**src/rtl/ssc_pkg.sv**
```systemverilog
package ssc_pkg;

  // Decoded per-cycle control for the counter datapath.
  typedef struct packed {
    logic ld_sec;   // accepted seconds load
    logic ld_frac;  // accepted fraction load
    logic adv;      // fraction advances this cycle
  } ssc_ctl_t;

  // Loads beat counting. A seconds load beats a fraction load.
  function automatic ssc_ctl_t ssc_decode(input logic wr_sec,
                                          input logic wr_frac,
                                          input logic tick,
                                          input logic run,
                                          input logic unlocked);
    ssc_ctl_t c;
    c.ld_sec  = wr_sec & unlocked;
    c.ld_frac = wr_frac & unlocked & ~c.ld_sec;
    c.adv     = tick & run & ~c.ld_sec & ~c.ld_frac;
    return c;
  endfunction

endpackage

```
**src/rtl/ssc_prescaler.sv**
```systemverilog
module ssc_prescaler #(
  parameter int FRAC_W = 15
) (
  input  logic              clk,
  input  logic              rst,
  input  logic              clr,
  input  logic              load,
  input  logic [FRAC_W-1:0] load_val,
  input  logic              adv,
  output logic [FRAC_W-1:0] frac_q,
  output logic              carry
);
  localparam logic [FRAC_W-1:0] FRAC_MAX = {FRAC_W{1'b1}};

  assign carry = adv && (frac_q == FRAC_MAX);

  always_ff @(posedge clk) begin
    if (rst)       frac_q <= '0;
    else if (clr)  frac_q <= '0;
    else if (load) frac_q <= load_val;
    else if (adv)  frac_q <= frac_q + FRAC_W'(1);
  end
endmodule

```
**src/rtl/ssc_seconds.sv**
```systemverilog
module ssc_seconds #(
  parameter int SEC_W = 32
) (
  input  logic             clk,
  input  logic             rst,
  input  logic             load,
  input  logic [SEC_W-1:0] load_val,
  input  logic             step,
  input  logic             clr_ovf,
  output logic [SEC_W-1:0] sec_q,
  output logic [SEC_W-1:0] sec_inc,
  output logic             ovf_q,
  output logic             ovf_pulse
);
  localparam logic [SEC_W-1:0] SEC_MAX = {SEC_W{1'b1}};

  logic wrap;
  assign sec_inc = sec_q + SEC_W'(1);
  assign wrap    = step && (sec_q == SEC_MAX);

  always_ff @(posedge clk) begin
    if (rst) begin
      sec_q     <= '0;
      ovf_q     <= 1'b0;
      ovf_pulse <= 1'b0;
    end else begin
      if (load)      sec_q <= load_val;
      else if (step) sec_q <= sec_inc;
      if (wrap)         ovf_q <= 1'b1;
      else if (clr_ovf) ovf_q <= 1'b0;
      ovf_pulse <= wrap;
    end
  end
endmodule

```
**src/rtl/ssc_alarm.sv**
```systemverilog
module ssc_alarm #(
  parameter int SEC_W = 32
) (
  input  logic             clk,
  input  logic             rst,
  input  logic             wr,
  input  logic [SEC_W-1:0] wr_val,
  input  logic             step,
  input  logic [SEC_W-1:0] next_sec,
  input  logic             clr,
  output logic [SEC_W-1:0] cmp_q,
  output logic             flag_q
);
  localparam logic [SEC_W-1:0] UNSET = {SEC_W{1'b1}};

  logic hit;
  assign hit = step && (cmp_q != UNSET) && (next_sec == cmp_q);

  always_ff @(posedge clk) begin
    if (rst) begin
      cmp_q  <= UNSET;
      flag_q <= 1'b0;
    end else begin
      if (wr) cmp_q <= wr_val;
      if (hit)      flag_q <= 1'b1;
      else if (clr) flag_q <= 1'b0;
    end
  end
endmodule

```
**src/rtl/secure_sec_counter.sv**
```systemverilog
module secure_sec_counter #(
  parameter int SEC_W  = 32,
  parameter int FRAC_W = 15
) (
  input  logic              clk,
  input  logic              rst,
  input  logic              tick,
  input  logic              cnt_en,
  input  logic              hard_lock,
  input  logic              soft_lock,
  input  logic              freeze,
  input  logic              non_valid,
  input  logic              wr_sec,
  input  logic              wr_frac,
  input  logic              wr_alarm,
  input  logic [SEC_W-1:0]  wr_data,
  input  logic              clr_alarm,
  input  logic              clr_ovf,
  input  logic              alarm_ie,
  output logic [SEC_W-1:0]  seconds,
  output logic [FRAC_W-1:0] frac,
  output logic              ovf_flag,
  output logic              ovf_evt,
  output logic              alarm_flag,
  output logic              alarm_irq
);
  import ssc_pkg::*;

  logic             armed_q;
  logic             run;
  logic             carry;
  logic [SEC_W-1:0] sec_inc;
  logic [SEC_W-1:0] alarm_q;
  ssc_ctl_t         ctl;

  assign run = armed_q & cnt_en & ~ovf_flag & ~non_valid & ~freeze;
  assign ctl = ssc_decode(wr_sec, wr_frac, tick, run, ~(hard_lock | soft_lock));

  always_ff @(posedge clk) begin
    if (rst)             armed_q <= 1'b0;
    else if (ctl.ld_sec) armed_q <= 1'b1;
  end

  ssc_prescaler #(.FRAC_W(FRAC_W)) u_pre (
    .clk      (clk),
    .rst      (rst),
    .clr      (ctl.ld_sec),
    .load     (ctl.ld_frac),
    .load_val (wr_data[FRAC_W-1:0]),
    .adv      (ctl.adv),
    .frac_q   (frac),
    .carry    (carry)
  );

  ssc_seconds #(.SEC_W(SEC_W)) u_sec (
    .clk       (clk),
    .rst       (rst),
    .load      (ctl.ld_sec),
    .load_val  (wr_data),
    .step      (carry),
    .clr_ovf   (clr_ovf),
    .sec_q     (seconds),
    .sec_inc   (sec_inc),
    .ovf_q     (ovf_flag),
    .ovf_pulse (ovf_evt)
  );

  ssc_alarm #(.SEC_W(SEC_W)) u_alm (
    .clk      (clk),
    .rst      (rst),
    .wr       (wr_alarm),
    .wr_val   (wr_data),
    .step     (carry),
    .next_sec (sec_inc),
    .clr      (clr_alarm),
    .cmp_q    (alarm_q),
    .flag_q   (alarm_flag)
  );

  assign alarm_irq = alarm_flag & alarm_ie;
endmodule

```
**config.mk**
```make
export PLATFORM = sky130hd
export DESIGN_NAME = secure_sec_counter
export DESIGN_NICKNAME = d
export VERILOG_FILES = /design/src/rtl/ssc_pkg.sv /design/src/rtl/ssc_prescaler.sv /design/src/rtl/ssc_seconds.sv /design/src/rtl/ssc_alarm.sv /design/src/rtl/secure_sec_counter.sv
export SDC_FILE = /design/constraint.sdc
export NUM_CORES = 1
export LEC_CHECK = 0
export ABC_CLOCK_PERIOD_IN_PS = 4970
export BUFFER_PORTS_ARGS = -buffer_cell sky130_fd_sc_hd__buf_2
export CAP_MARGIN = 20
export CORE_ASPECT_RATIO = 0.8
export CORE_UTILIZATION = 60
export DETAILED_ROUTE_END_ITERATION = 10
export PLACE_DENSITY = 0.86
export REMOVE_ABC_BUFFERS = 1
export SLEW_MARGIN = 0
export SYNTH_ARGS = -nofsm -noshare
export SYNTH_HDL_FRONTEND = slang
export SYNTH_SLANG_ARGS = --single-unit
```
**constraint.sdc**
```tcl
create_clock -name clk -period 4.97 [get_ports clk]
set_input_delay 1.2425 -clock clk [delete_from_list [all_inputs] [get_ports clk]]
set_output_delay 1.2425 -clock clk [all_outputs]
set_load 0.005 [all_outputs]
```
Yosys cells after proc, flatten, opt, wreduce, memory -nomap -nowiden
Index checks and enable logic that the tools add are counted.
Operators by class
  multiplexer cells: 8
  bitwise logic cells: 18
  eq/ne operators: 4
  $add $sub $neg: 2
  reduce and logical (&&, ||, !) cells: 9
Operators by type and width (count)
  $mux W32: 2
  $add A32 B1 Y32 const B: 1
  $eq A32 B32 Y1: 1
  $eq A32 B32 Y1 const B: 1
  $ne A32 B32 Y1 const B: 1
  $mux W15: 2
  $add A15 B1 Y15 const B: 1
  $eq A15 B15 Y1 const B: 1
  $and A1 B1 Y1: 11
  $reduce_bool A2 Y1: 4
  $not A1 Y1: 6
  $logic_and A1 B1 Y1: 4
  $mux W1: 4
  $reduce_or A2 Y1: 1
  $or A1 B1 Y1: 1
Storage, ports and cells
  output and inout bits: 51
  register bits: 83
  logic and storage cells: 48

Longest topological paths before layout
Gate-level depths: netlist of run 1.
  depth in word-level cells: 11
  depth in mapped cells: 11
  gate-level depth less buffers: 8

Cells and area by module
A second synthesis of run 1 with hierarchy kept.
Second synthesis, totals
  cell total of the unflattened synthesis: 608
  area, all modules: 5063.6 µm²
By module, submodules not included
  ssc_seconds: cells an instance 340, area an instance 2553.7 µm², instances 1
  ssc_alarm: cells an instance 166, area an instance 1624.1 µm², instances 1
  ssc_prescaler: cells an instance 94, area an instance 792.0 µm², instances 1
  secure_sec_counter: cells an instance 8, area an instance 93.8 µm², instances 1

Worst setup path after synthesis of run 1
No wires, ideal clock.
  path kind: in2reg
  start: input port non_valid
  end: register u_sec.sec_q[26]
  stages on the path: 8
  data arrival time: 3097 ps
  path slack: 1745 ps
  data required time: 4842 ps
  path through: nand4bb_1 > or4_1 > or4b_1 > buf_2 > nand2b_1 > o21ai_0 > a221oi_1 > nor2_1
On the way
  cells in the longest elaborated chain, start to end: 8
RTL lines
  start: declaration: RTL line secure_sec_counter.sv:12  | input logic non_valid,
  $not A1 Y1: RTL line secure_sec_counter.sv:36  | assign run = armed_q & cnt_en & ~ovf_flag & ~non_valid & ~freeze;
  $and A1 B1 Y1 (2 in series): RTL line secure_sec_counter.sv:36
  $and A1 B1 Y1 (3 in series): RTL line ssc_pkg.sv:19  | c.adv = tick & run & ~c.ld_sec & ~c.ld_frac;
  $logic_and A1 B1 Y1: RTL line ssc_prescaler.sv:15  | assign carry = adv && (frac_q == FRAC_MAX);
  $reduce_bool A2 Y1 (no source line)
  end signal: assignment: RTL line ssc_seconds.sv:27  | if (load) sec_q <= load_val;
  end signal: assignment: RTL line ssc_seconds.sv:28  | else if (step) sec_q <= sec_inc;
  end: declaration: RTL line ssc_seconds.sv:10  | output logic [SEC_W-1:0] sec_q,
No other way between the ends.
A chain may end at the register's enable or synchronous reset.

Worst setup path after layout of run 1
  start: input port wr_sec
  end: register u_sec.sec_q[11]
On the way
  cells in the longest elaborated chain, start to end: 7
  elaborated cells between the ends (all ways): 9
  classes of those cells: mux: 1; bitwise: 6; reduce/logical: 2
RTL lines
  start: declaration: RTL line secure_sec_counter.sv:13  | input logic wr_sec,
  $and A1 B1 Y1 *: RTL line ssc_pkg.sv:17  | c.ld_sec = wr_sec & unlocked;
  $not A1 Y1: RTL line ssc_pkg.sv:18, ssc_pkg.sv:19
  $and A1 B1 Y1: RTL line ssc_pkg.sv:18  | c.ld_frac = wr_frac & unlocked & ~c.ld_sec;
  $not A1 Y1: RTL line ssc_pkg.sv:19
  $and A1 B1 Y1: RTL line ssc_pkg.sv:19
  $logic_and A1 B1 Y1: RTL line ssc_prescaler.sv:15
  $reduce_bool A2 Y1 (no source line)
Mark *: on every way between the ends. The rest lies on a longest branch, timed or not.

==> key figures, run 1 <==
CTS
  – H-tree depth: 3
  – CTS max path bufs: 2
  – CTS resizes: 0
  – Clock-pin slew on the worst setup and hold paths: 90 ps
  – # Post-CTS Setup Buffers: 0
  – TritonCTS Buffers: 9
  – Clock Sinks: 83
  – Clock Latency Late Sink: 370 ps
  – Post-cts hold buffer count: 0
  – CTS tree: built
  – CTS Root Cell: clkbuf_8

Floorplanning
  – I/O pin total: 97
  – Die H: 83.98 um
  – Initial Utilization: 0.6285
  – DIE WIDTH: 104.5 um
  – Die area: 8772 um^2
  – FP Rows: 29
  – Core area: 8019 um^2

Global route
  – Vias in the first global route: 4647
  – First-pass GRT wire length: 23660 um
  – Gr usage total: 0.3393
  – Initial antenna violation count: 0
  – GRT overflow: 0
  – Largest net degree at the start of global routing: 65

Routing
  – Wire per inst: 18.15 um
  – DRT Pass-1 Iters: 7
  – Iter 0 DRT Violations: 576
  – Routed Antenna Nets: 0
  – Routed WL: 14570 um
  – DRC viols: 0
  – Total number of vias: 5196
  – DR vias/cell: 6.471

Timing
  – F_max: 0.2839 GHz
  – Setup TNS Final: 0 ps
  – Slew HR: 0.3557
  – Final Hold Slack: 485.1 ps
  – Setup violators final: 0
  – Skew final: 9.094 ps
  – Tcrit/Tclk final: 0.7087
  – Slew Viols, Final: 0
  – Tmin final: 3522 ps
  – Worst-Margin Slew: 958.5 ps
  – Final Hold Vio Count: 0
  – RSZ-0062 raised after global routing: no
  – Final setup margin: 1448 ps

Critical path
  – Worst path slowest cell: or4b_2
  – Reg2Reg Depth: 8
  – Reg2Reg Capture Point: u_alm.flag_q
  – Critical path capture point type: register
  – Setup crit start kind: primary input
  – Crit path cell chain: buf_2 -> or4b_2 -> buf_4 -> nand2_1 -> or4_1 -> buf_4 -> nor4_1 -> a221oi_1 -> nor2_1
  – Worst-path fanout max: 32
  – Critical setup path kind: in -> reg
  – Critical Path RT: 5230 ps
  – R2r setup slk: 1810 ps
  – CP Data Arrival Time: 3780 ps
  – Slowest cell delay on critical path: 660 ps
  – Worst r2r src: u_sec.sec_q[0]
  – Most Frequent Cell on Critical Path: buf_4

Finish
  – Fin cells: 803
  – Core Util, Final: 0.7151
  – Layout area overhead: 13.78%
  – NumNets Final: 739
  – Share of cells above drive strength 1: 0.1957
  – Fin area: 5734 um^2
  – Fillers: 667
  – N_diodes: 0

Place
  – Gpl congestion: 0.9487
  – Pre-CTS setup slack: 1122 ps
  – Port Buffer Count: 96
  – Placed Area: 5490 um^2
  – Dpl cells: 787
  – Dpl hpwl: 10190 um

Yosys
  – Number of enable flip-flop cells after synthesis: 0
  – Synthesized area: 5040 um^2
  – Yosys reg bits: 83
  – Largest cells by area after synthesis: dfxtp_1, xnor2_1, a211o_1
  – Yosys warning total: 0
  – Post-synth top flop: dfxtp_1
  – Synth Instances: 625
  – Syn Area/Cell: 8.064 um^2
  – Cell taking the most area after synthesis: dfxtp_1
  – Synth unique cells: 57
  – Ys async rst share: 0
  – Seq/Total Area, Yosys: 0.3297
  – Top-area cell type share of the netlist area: 0.3297

Min path
  – Hold Path Origin: armed_q
  – Worst min path class: reg -> reg
  – Hold Path Cell Cnt: 2
  – Hold Path Sink: armed_q

Power and ir drop
  – Maximum VDD drop: 0.0001659 V
  – Lkg Pwr: 2.133 nW
  – PwrDens: 257.0 nW/um^2
  – Total power: 1.474 mW

Run
  – Number of max-cap violations: 0

Outcome
  – Run status: finished clean
worst max-delay path, delay by kind of cell:
kind / cells / cell delay [ps]
buf+inv: 3 / 670
compound gates: 1 / 240
simple gates: 5 / 1610
routing by layer:
layer | vias up | routed length (um) | global-route usage
met4 | 0 | 335 | 0.1039
met5 | - | 0 | 0
met2 | 318 | 6281 | 0.5063
li1 | 2403 | - | -
met3 | 42 | 1581 | 0.07963
met1 | 2433 | 6373 | 0.4822
cell usage in the layout (no fill, tap or decap), drive strengths merged, types with 3 or more instances in the layout:
cell type and instances:
nor2 50, a221oi 4, and2 15, a21oi 58, nor2b 34, o21ai 35
or4 3, nand3b 3, nor3b 7, clkbuf 11, dfxtp 83, and4 3
nor3 27, nand2b 3, buf 105, xnor2 37, nand3 16, and3 11
a211o 34, nand4 31, xor2 23, inv 8, a211oi 15, nor4 14
nand2 28
cell usage after synthesis (3+ instances only):
master and instances:
dfxtp_1 83, a21oi_1 58, nor2_1 50, xnor2_1 37, a211o_1 34, nor2b_1 34, o21ai_0 34, clkbuf_1 33
nand4_1 31, nand2_1 28, nor3_1 27, xor2_1 23, a211oi_1 15, and2_1 14, nand3_1 13, and3_1 11
nor4_1 11, inv_1 8, buf_2 7, nor3b_1 7, a221oi_1 4, buf_6 4, and4_1 3, buf_4 3
nand2b_1 3, nand3b_1 3, nor4_2 3, or4_1 3
sequential cells by signal, indices dropped and copies added, names as in the netlist:
name,cells
u_sec.ovf_pulse,1
u_sec.sec_q,32
u_alm.flag_q,1
armed_q,1
u_sec.ovf_q,1
u_alm.cmp_q,32
u_pre.frac_q,15
how the worst max path moves through the flow:
stage	cells past startpoint	end	startpoint
final	9	u_sec.sec_q[11]	wr_sec
after global routing	9	u_sec.sec_q[11]	wr_sec
after CTS	9	u_sec.sec_q[11]	wr_sec
after detailed placement	9	u_sec.sec_q[11]	wr_sec
after global placement	9	u_sec.sec_q[14]	wr_sec
after floorplan	6	u_sec.sec_q[20]	soft_lock
final cells by class:
cell class / count / area (um^2) / area share
tap: 108 / 135.1 / 0.02357
inverter: 8 / 30.03 / 0.005237
clock buffer: 11 / 141.4 / 0.02466
sequential: 83 / 1662 / 0.2898
timing repair buffer: 105 / 568.0 / 0.09906
clock inverter: 4 / 75.07 / 0.01309
multi-input combinational: 484 / 3123 / 0.5446
kinds of logic after synthesis:
logic type                 Yosys count  synth area share
and+or+nand+nor                    257            0.2917
buffers and inverters               58           0.05337
DFF                                 83            0.3297
xor gates and xnor gates            60            0.1043
muxes                                2          0.003972
AOI/OAI and AO/OA                  163            0.2120
adders and majority gates            2          0.004964
where the power goes:
part / switching [mW] / total (mW) / internal [mW]
clock network: 0.255 / 0.549 / 0.294
logic: 0.0969 / 0.185 / 0.0876
registers: 0.0444 / 0.740 / 0.696
total: 0.396 / 1.47 / 1.08
Note: power is estimated with default switching activity, not from simulation.
==> run 2, diff against run 1 <==
Settings changed: ABC_AREA set to 1, ABC_CLOCK_PERIOD_IN_PS 4970 to 3300, CORE_UTILIZATION 60 to 57, PLACE_DENSITY 0.86 to 0.81.
Clock period 4.97 ns to 3.3 ns, I/O delays scaled along.
==> key figures, run 2 <==
Outcome
  – Run status: finished clean

Floorplanning
  – FP Rows: 31 (+6.9%)
  – Die H: 88.27 um (+5.1%)
  – DIE WIDTH: 109.8 um (+5.1%)
  – I/O pin total: 97 (unchanged)
  – Die area: 9695 um^2 (+11%)
  – Initial Utilization: 0.5867 (-0.04175)
  – Core area: 9037 um^2 (+13%)

Power and ir drop
  – Sw Share: 0.2611 (-0.007768)
  – PwrDens: 396.0 nW/um^2 (+54%)
  – Total power: 2.462 mW (+67%)
  – Logic gate share of total power: 0.115 (-0.010)
  – Pint: 1.819 mW (+69%)
  – Maximum VDD drop: 0.0004154 V (+150%)
  – Lkg Pwr: 2.994 nW (+40%)
  – Clock share of power: 0.437 (+0.064)
  – Seq pwr share: 0.449 (-0.053)
  – Psw: 0.6427 mW (+62%)

Min path
  – Hold Path Cell Cnt: 2 (unchanged)
  – Hold Path Sink: armed_q
  – Worst min path class: reg -> reg
  – Hold Path Origin: armed_q

Critical path
  – Critical Path RT: 3530 ps (-1700 ps)
  – Reg2Reg Depth: 10 (+2)
  – R2r setup slk: 850 ps (-960 ps)
  – Worst-path fanout max: 25 (-22%)
  – Setup crit start kind: primary input
  – Critical setup path kind: in -> reg
  – Worst r2r src: u_pre.frac_q[0]
  – Critical path capture point type: register
  – CP Data Arrival Time: 2710 ps (-1070 ps)
  – Reg2Reg Capture Point: u_sec.sec_q[28]

Timing
  – Worst-Margin Slew: 537.8 ps (-420.7 ps)
  – Tmin final: 2485 ps
  – F_max: 0.4024 GHz
  – Skew final: 5.026 ps (-4.068 ps)
  – Setup TNS Final: 0 ps (unchanged)
  – Final Hold Vio Count: 0 (unchanged)
  – Slew Viols, Final: 0 (unchanged)
  – RSZ-0062 raised after global routing: no
  – Tcrit/Tclk final: 0.7531
  – Setup violators final: 0 (unchanged)
  – Slew HR: 0.6409 (+0.2853)

Global route
  – Largest net degree at the start of global routing: 33 (-49%)
  – Vias in the first global route: 4944 (+6.4%)
  – Initial antenna violation count: 0 (unchanged)
  – GRT overflow: 0 (unchanged)
  – First-pass GRT wire length: 25700 um (+8.6%)
  – Gr usage total: 0.3495 (+0.01022)

Routing
  – Wire per inst: 14.96 um (-18%)
  – DRC viols: 0 (unchanged)
  – Routed Antenna Nets: 0 (unchanged)
  – Routed WL: 16350 um (+12%)
  – Total number of vias: 6076 (+17%)
  – DR vias/cell: 5.559 (-14%)
  – DRT Pass-1 Iters: 6 (-1)
  – Iter 0 DRT Violations: 844 (+47%)

Place
  – Dpl hpwl: 12090 um (+19%)
  – Gpl congestion: 0.9591 (+1.1%)
  – Dpl cells: 1077 (+37%)
  – Port Buffer Count: 96 (unchanged)

CTS
  – CTS resizes: 0 (unchanged)
  – CTS tree: built
  – Post-cts hold buffer count: 0 (unchanged)
  – H-tree depth: 3 (unchanged)
  – TritonCTS Buffers: 9 (unchanged)
  – CTS max path bufs: 2 (unchanged)
  – Clock-pin slew on the worst setup and hold paths: 60 ps (-30 ps)
  – Clock Latency Late Sink: 350 ps (-20 ps)
  – # Post-CTS Setup Buffers: 0 (unchanged)
  – Clock Sinks: 83 (unchanged)
  – CTS Root Cell: clkbuf_16

Finish
  – Fin cells: 1093 (+36%)
  – Layout area overhead: 17.23%
  – Most frequent cells in the layout: nand2_1, inv_1, buf_2, nand3_1, nor2_1
  – Top Registers: u_alm.cmp_q: 32 flops, u_sec.sec_q: 32 flops, u_pre.frac_q: 15 flops
  – Core Util, Final: 0.6878 (-0.02728)
  – NumNets Final: 1021 (+38%)
  – Fillers: 849 (+27%)
  – Commonest non-fill, non-tap cell in the layout: nand2_1
  – Share of cells above drive strength 1: 0.1575 (-0.03822)
  – N_diodes: 0 (unchanged)

Yosys
  – Synthesized area: 5303 um^2 (+5.2%)
  – Top-area cell type share of the netlist area: 0.3134 (-0.01634)
  – Synth Instances: 881 (+41%)
  – Seq/Total Area, Yosys: 0.3134 (-0.01634)
  – Largest cells by area after synthesis: dfxtp_1, nand2_1, nand3_1
  – Synth unique cells: 35 (-39%)
  – Yosys reg bits: 83 (unchanged)
  – Most frequent cell after synthesis: nand2_1
  – Ys async rst share: 0 (unchanged)
  – Yosys warning total: 0 (unchanged)
  – Syn Area/Cell: 6.019 um^2 (-25%)
  – Cell taking the most area after synthesis: dfxtp_1
  – Number of enable flip-flop cells after synthesis: 0 (unchanged)
  – Commonest cells in the netlist: nand2_1, inv_1, nand3_1
  – Post-synth top flop: dfxtp_1

Run
  – Number of max-cap violations: 0 (unchanged)
-- run 2: critical path, stage by stage --
cell,delay (ps)
buf_2,70
nor2_1,40
nand2_1,170
nand4_1,330
nor2_2,200
nand2_1,90
nand2_1,280
inv_2,320
a221oi_1,310
nor2_1,60
-- run 2: how the worst max path moves through the flow --
stage | from | to | slack (ps) | cells after the start
floorplan | soft_lock | u_sec.sec_q[28] | 290 | 10
detailed placement | soft_lock | u_sec.sec_q[28] | 490 | 10
global placement | soft_lock | u_sec.sec_q[28] | 550 | 10
CTS | soft_lock | u_sec.sec_q[28] | 840 | 10
global route | u_pre.frac_q[0] | u_sec.sec_q[28] | 560 | 10
finish | soft_lock | u_sec.sec_q[28] | 810 | 10
-- run 2: kinds of logic (layout without fill, tap and decap cells) --
| logic type | count (synthesis) | in the layout | synth area share |
|---|---|---|---|
| AOI/OAI and AO/OA | 118 | 118 | 0.1246 |
| xor gates and xnor gates | 19 | 19 | 0.03917 |
| adders and majority gates | 2 | 2 | 0.004718 |
| buffers and inverters | 126 | 223 | 0.09014 |
| DFF | 83 | 83 | 0.3134 |
| and+or+nand+nor | 533 | 533 | 0.4280 |
-- run 2: final cells by class --
| cell class | count | area [um^2] | share of cell area |
|---|---|---|---|
| inverter | 100 | 375.4 | 0.06039 |
| clock inverter | 6 | 80.08 | 0.01288 |
| tap | 115 | 143.9 | 0.02315 |
| multi-input combinational | 672 | 3163 | 0.5089 |
| sequential | 83 | 1662 | 0.2673 |
| clock buffer | 10 | 229.0 | 0.03684 |
| timing repair buffer | 107 | 563.0 | 0.09058 |
-- run 2: metal layers --
layer,up-vias,part of all wire,global-route usage
li1,3007,-,-
met5,-,0,0
met2,411,0.41,0.5000
met4,0,0.019,0.09333
met1,2622,0.44,0.5267
met3,36,0.13,0.07216
-- run 2: per-stage QoR --
step / cell area [um^2] / setup slack (ps) / hold slack, ps
after floorplan: 5200 / 291.6 / 430.4
after global placement: 5907 / 552.0 / 446.3
after detailed placement: 5907 / 492.5 / 449.2
after CTS: 6216 / 843.3 / 458.0
after global routing: 6216 / 561.9 / 501.7
final: 6216 / 814.7 / 458.4
-- run 2: power groups by stage --
stage	clock (mW)	sequential [mW]	combinational, mW
finish	1.07	1.10	0.282
global route	1.12	1.11	0.317
CTS	1.08	1.10	0.278
detailed placement	0	1.12	0.276
global placement	0	1.12	0.272
floorplan	0	1.11	0.155
==> run 3, diff against run 2 <==
Settings changed: ABC_CLOCK_PERIOD_IN_PS 3300 to 2300.
Clock period 3.3 ns to 2.3 ns, I/O delays scaled along.
==> key figures, run 3 (synthesized netlist as in run 2, its figures left out) <==
Timing
  – F_max: 0.4602 GHz
  – RSZ-0062 raised after global routing: no
  – Tmin final: 2173 ps
  – Skew final: 8.128 ps (+3.102 ps)
  – Slew Viols, Final: 0 (unchanged)
  – Final Hold Vio Count: 0 (unchanged)
  – Slew HR: 0.6690 (+0.02804)
  – Worst-Margin Slew: 496.5 ps (-41.28 ps)
  – Setup TNS Final: 0 ps (unchanged)
  – Setup violators final: 0 (unchanged)
  – Tcrit/Tclk final: 0.9447

CTS
  – CTS Root Cell: clkbuf_16
  – Clock-pin slew on the worst setup and hold paths: 70 ps (about the same)
  – TritonCTS Buffers: 9 (unchanged)
  – Clock Latency Late Sink: 350 ps (about the same)
  – CTS tree: built
  – CTS max path bufs: 2 (unchanged)
  – H-tree depth: 3 (unchanged)
  – Post-cts hold buffer count: 0 (unchanged)
  – Clock Sinks: 83 (unchanged)

Critical path
  – Crit path cell chain: buf_4 -> inv_1 -> nor2_4 -> nand2_2 -> nor2_1 -> nand2_1 -> nand3_1 -> nand2_1 -> nor2_1 -> nand3_1 -> nor2_1 -> nand3_1 -> a21oi_2
  – Worst path slowest cell: dfxtp_1
  – Worst-path fanout max: 5 (-80%)
  – Critical path capture point type: register
  – WP buf/inv: 2 (unchanged)
  – CP Data Arrival Time: 2460 ps (-250 ps)
  – Critical Path RT: 2590 ps (-940 ps)
  – Setup crit start kind: register
  – Largest delay share family, worst path: simple AND/OR/NAND/NOR gates
  – Slowest cell delay on critical path: 340 ps (about the same)
  – Critical setup path kind: reg -> reg

Power and ir drop
  – Lkg Pwr: 3.041 nW (+1.6%)
  – PwrDens: 533.3 nW/um^2 (+35%)
  – Maximum VDD drop: 0.0007485 V (+80%)

Floorplanning
  – Die H: 88.27 um (unchanged)
  – Core area: 9037 um^2 (unchanged)
  – Initial Utilization: 0.5867 (unchanged)
  – DIE WIDTH: 109.8 um (unchanged)
  – FP Rows: 31 (unchanged)
  – Die area: 9695 um^2 (unchanged)
  – I/O pin total: 97 (unchanged)

Finish
  – Commonest non-fill, non-tap cell in the layout: nand2_1
  – Fin area: 6301 um^2 (+1.4%)
  – N_diodes: 0 (unchanged)
  – Top Registers: u_alm.cmp_q: 32 flops, u_sec.sec_q: 32 flops, u_pre.frac_q: 15 flops
  – Layout area overhead: 18.83%
  – Share of cells above drive strength 1: 0.1730 (+0.01557)
  – Core Util, Final: 0.6972 (+0.009414)
  – Most frequent cells in the layout: nand2_1, inv_1, buf_2, nand3_1, nor2_1
  – NumNets Final: 1037 (+1.6%)

Place
  – Port Buffer Count: 96 (unchanged)
  – Placed Area: 6027 um^2 (+2.0%)
  – Gpl congestion: 0.9955 (+3.8%)
  – Dpl hpwl: 12850 um (+6.2%)

Outcome
  – Run status: finished clean

Run
  – Number of max-cap violations: 0 (unchanged)

Routing
  – DRT Pass-1 Iters: 5 (-1)
  – DR vias/cell: 5.523 (-0.65%)
  – Routed WL: 16710 um (+2.3%)
  – Iter 0 DRT Violations: 673 (-20%)
  – Total number of vias: 6125 (+0.81%)
  – Routed Antenna Nets: 0 (unchanged)
  – DRC viols: 0 (unchanged)
  – Wire per inst: 15.07 um (+0.78%)

Global route
  – First-pass GRT wire length: 26470 um (+3.0%)
  – Initial antenna violation count: 0 (unchanged)
  – Gr usage total: 0.3591 (+0.009551)
  – GRT overflow: 0 (unchanged)
  – Vias in the first global route: 5109 (+3.3%)
  – Largest net degree at the start of global routing: 28 (-15%)

Min path
  – Worst min path class: in -> reg
==> run 3: per-layer routing <==
metal / GRT usage / vias to the layer above / part of all wire
met4: 0.07879 / 0 / 0.015
li1: - / 3033 / -
met3: 0.07732 / 23 / 0.12
met2: 0.5063 / 361 / 0.40
met1: 0.5513 / 2708 / 0.47
met5: 0 / - / 0
==> run 3: per-stage QoR <==
| step | std cells | setup slack, ps | power, mW | hold slack, ps |
|---|---|---|---|---|
| after floorplan | 855 | -458.4 | 1.815 | 430.4 |
| after global placement | 1093 | 201.0 | 2.016 | 444.4 |
| after detailed placement | 1093 | 121.5 | 2.021 | 455.3 |
| after CTS | 1109 | 162.5 | 3.347 | 455.2 |
| after global routing | 1109 | 1.195 | 3.477 | 462.3 |
| final | 1109 | 127.3 | 3.360 | 450.2 |
==> run 3: worst reg2reg max path: stages, from the launching register on <==
cell	delay, ps
dfxtp_1	340
buf_4	140
inv_1	70
nor2_4	210
nand2_2	120
nor2_1	280
nand2_1	140
nand3_1	90
nand2_1	50
nor2_1	180
nand3_1	120
nor2_1	140
nand3_1	110
a21oi_2	120
==> run 3: final cells by class <==
cell class | instances | area, um^2
Sequential cell | 83 | 1663
Inverter | 100 | 375.4
Fill cell | 829 | 2736
Timing Repair Buffer | 123 | 683.2
Clock inverter | 6 | 41.29
Multi-Input combinational cell | 672 | 3166
Clock buffer | 10 | 229.0
Tap cell | 115 | 143.9
==> run 3: path summary, 6_finish.rpt <==
| check | from | to | slack [ps] | cells past startpoint |
|---|---|---|---|---|
| max reg2reg | u_sec.sec_q[0] | u_alm.flag_q | 130 | 13 |
| min | wr_data[24] | u_alm.cmp_q[24] | 450 | 3 |
| min reg2reg | armed_q | armed_q | 460 | 2 |
| max | u_sec.sec_q[0] | u_alm.flag_q | 130 | 13 |
==> run 3: power by group <==
part / switching [mW] / internal (mW) / leakage, nW / total [mW]
Clock: 0.627 / 0.732 / 0.125 / 1.36
Combinational: 0.251 / 0.172 / 2.23 / 0.422
Sequential: 0.0748 / 1.50 / 0.682 / 1.58
==> run 3: repair_timing <==
item	in CTS	in global routing
setup endpoints to repair	0	1
gates resized for setup	0	2
buffers inserted	0	0
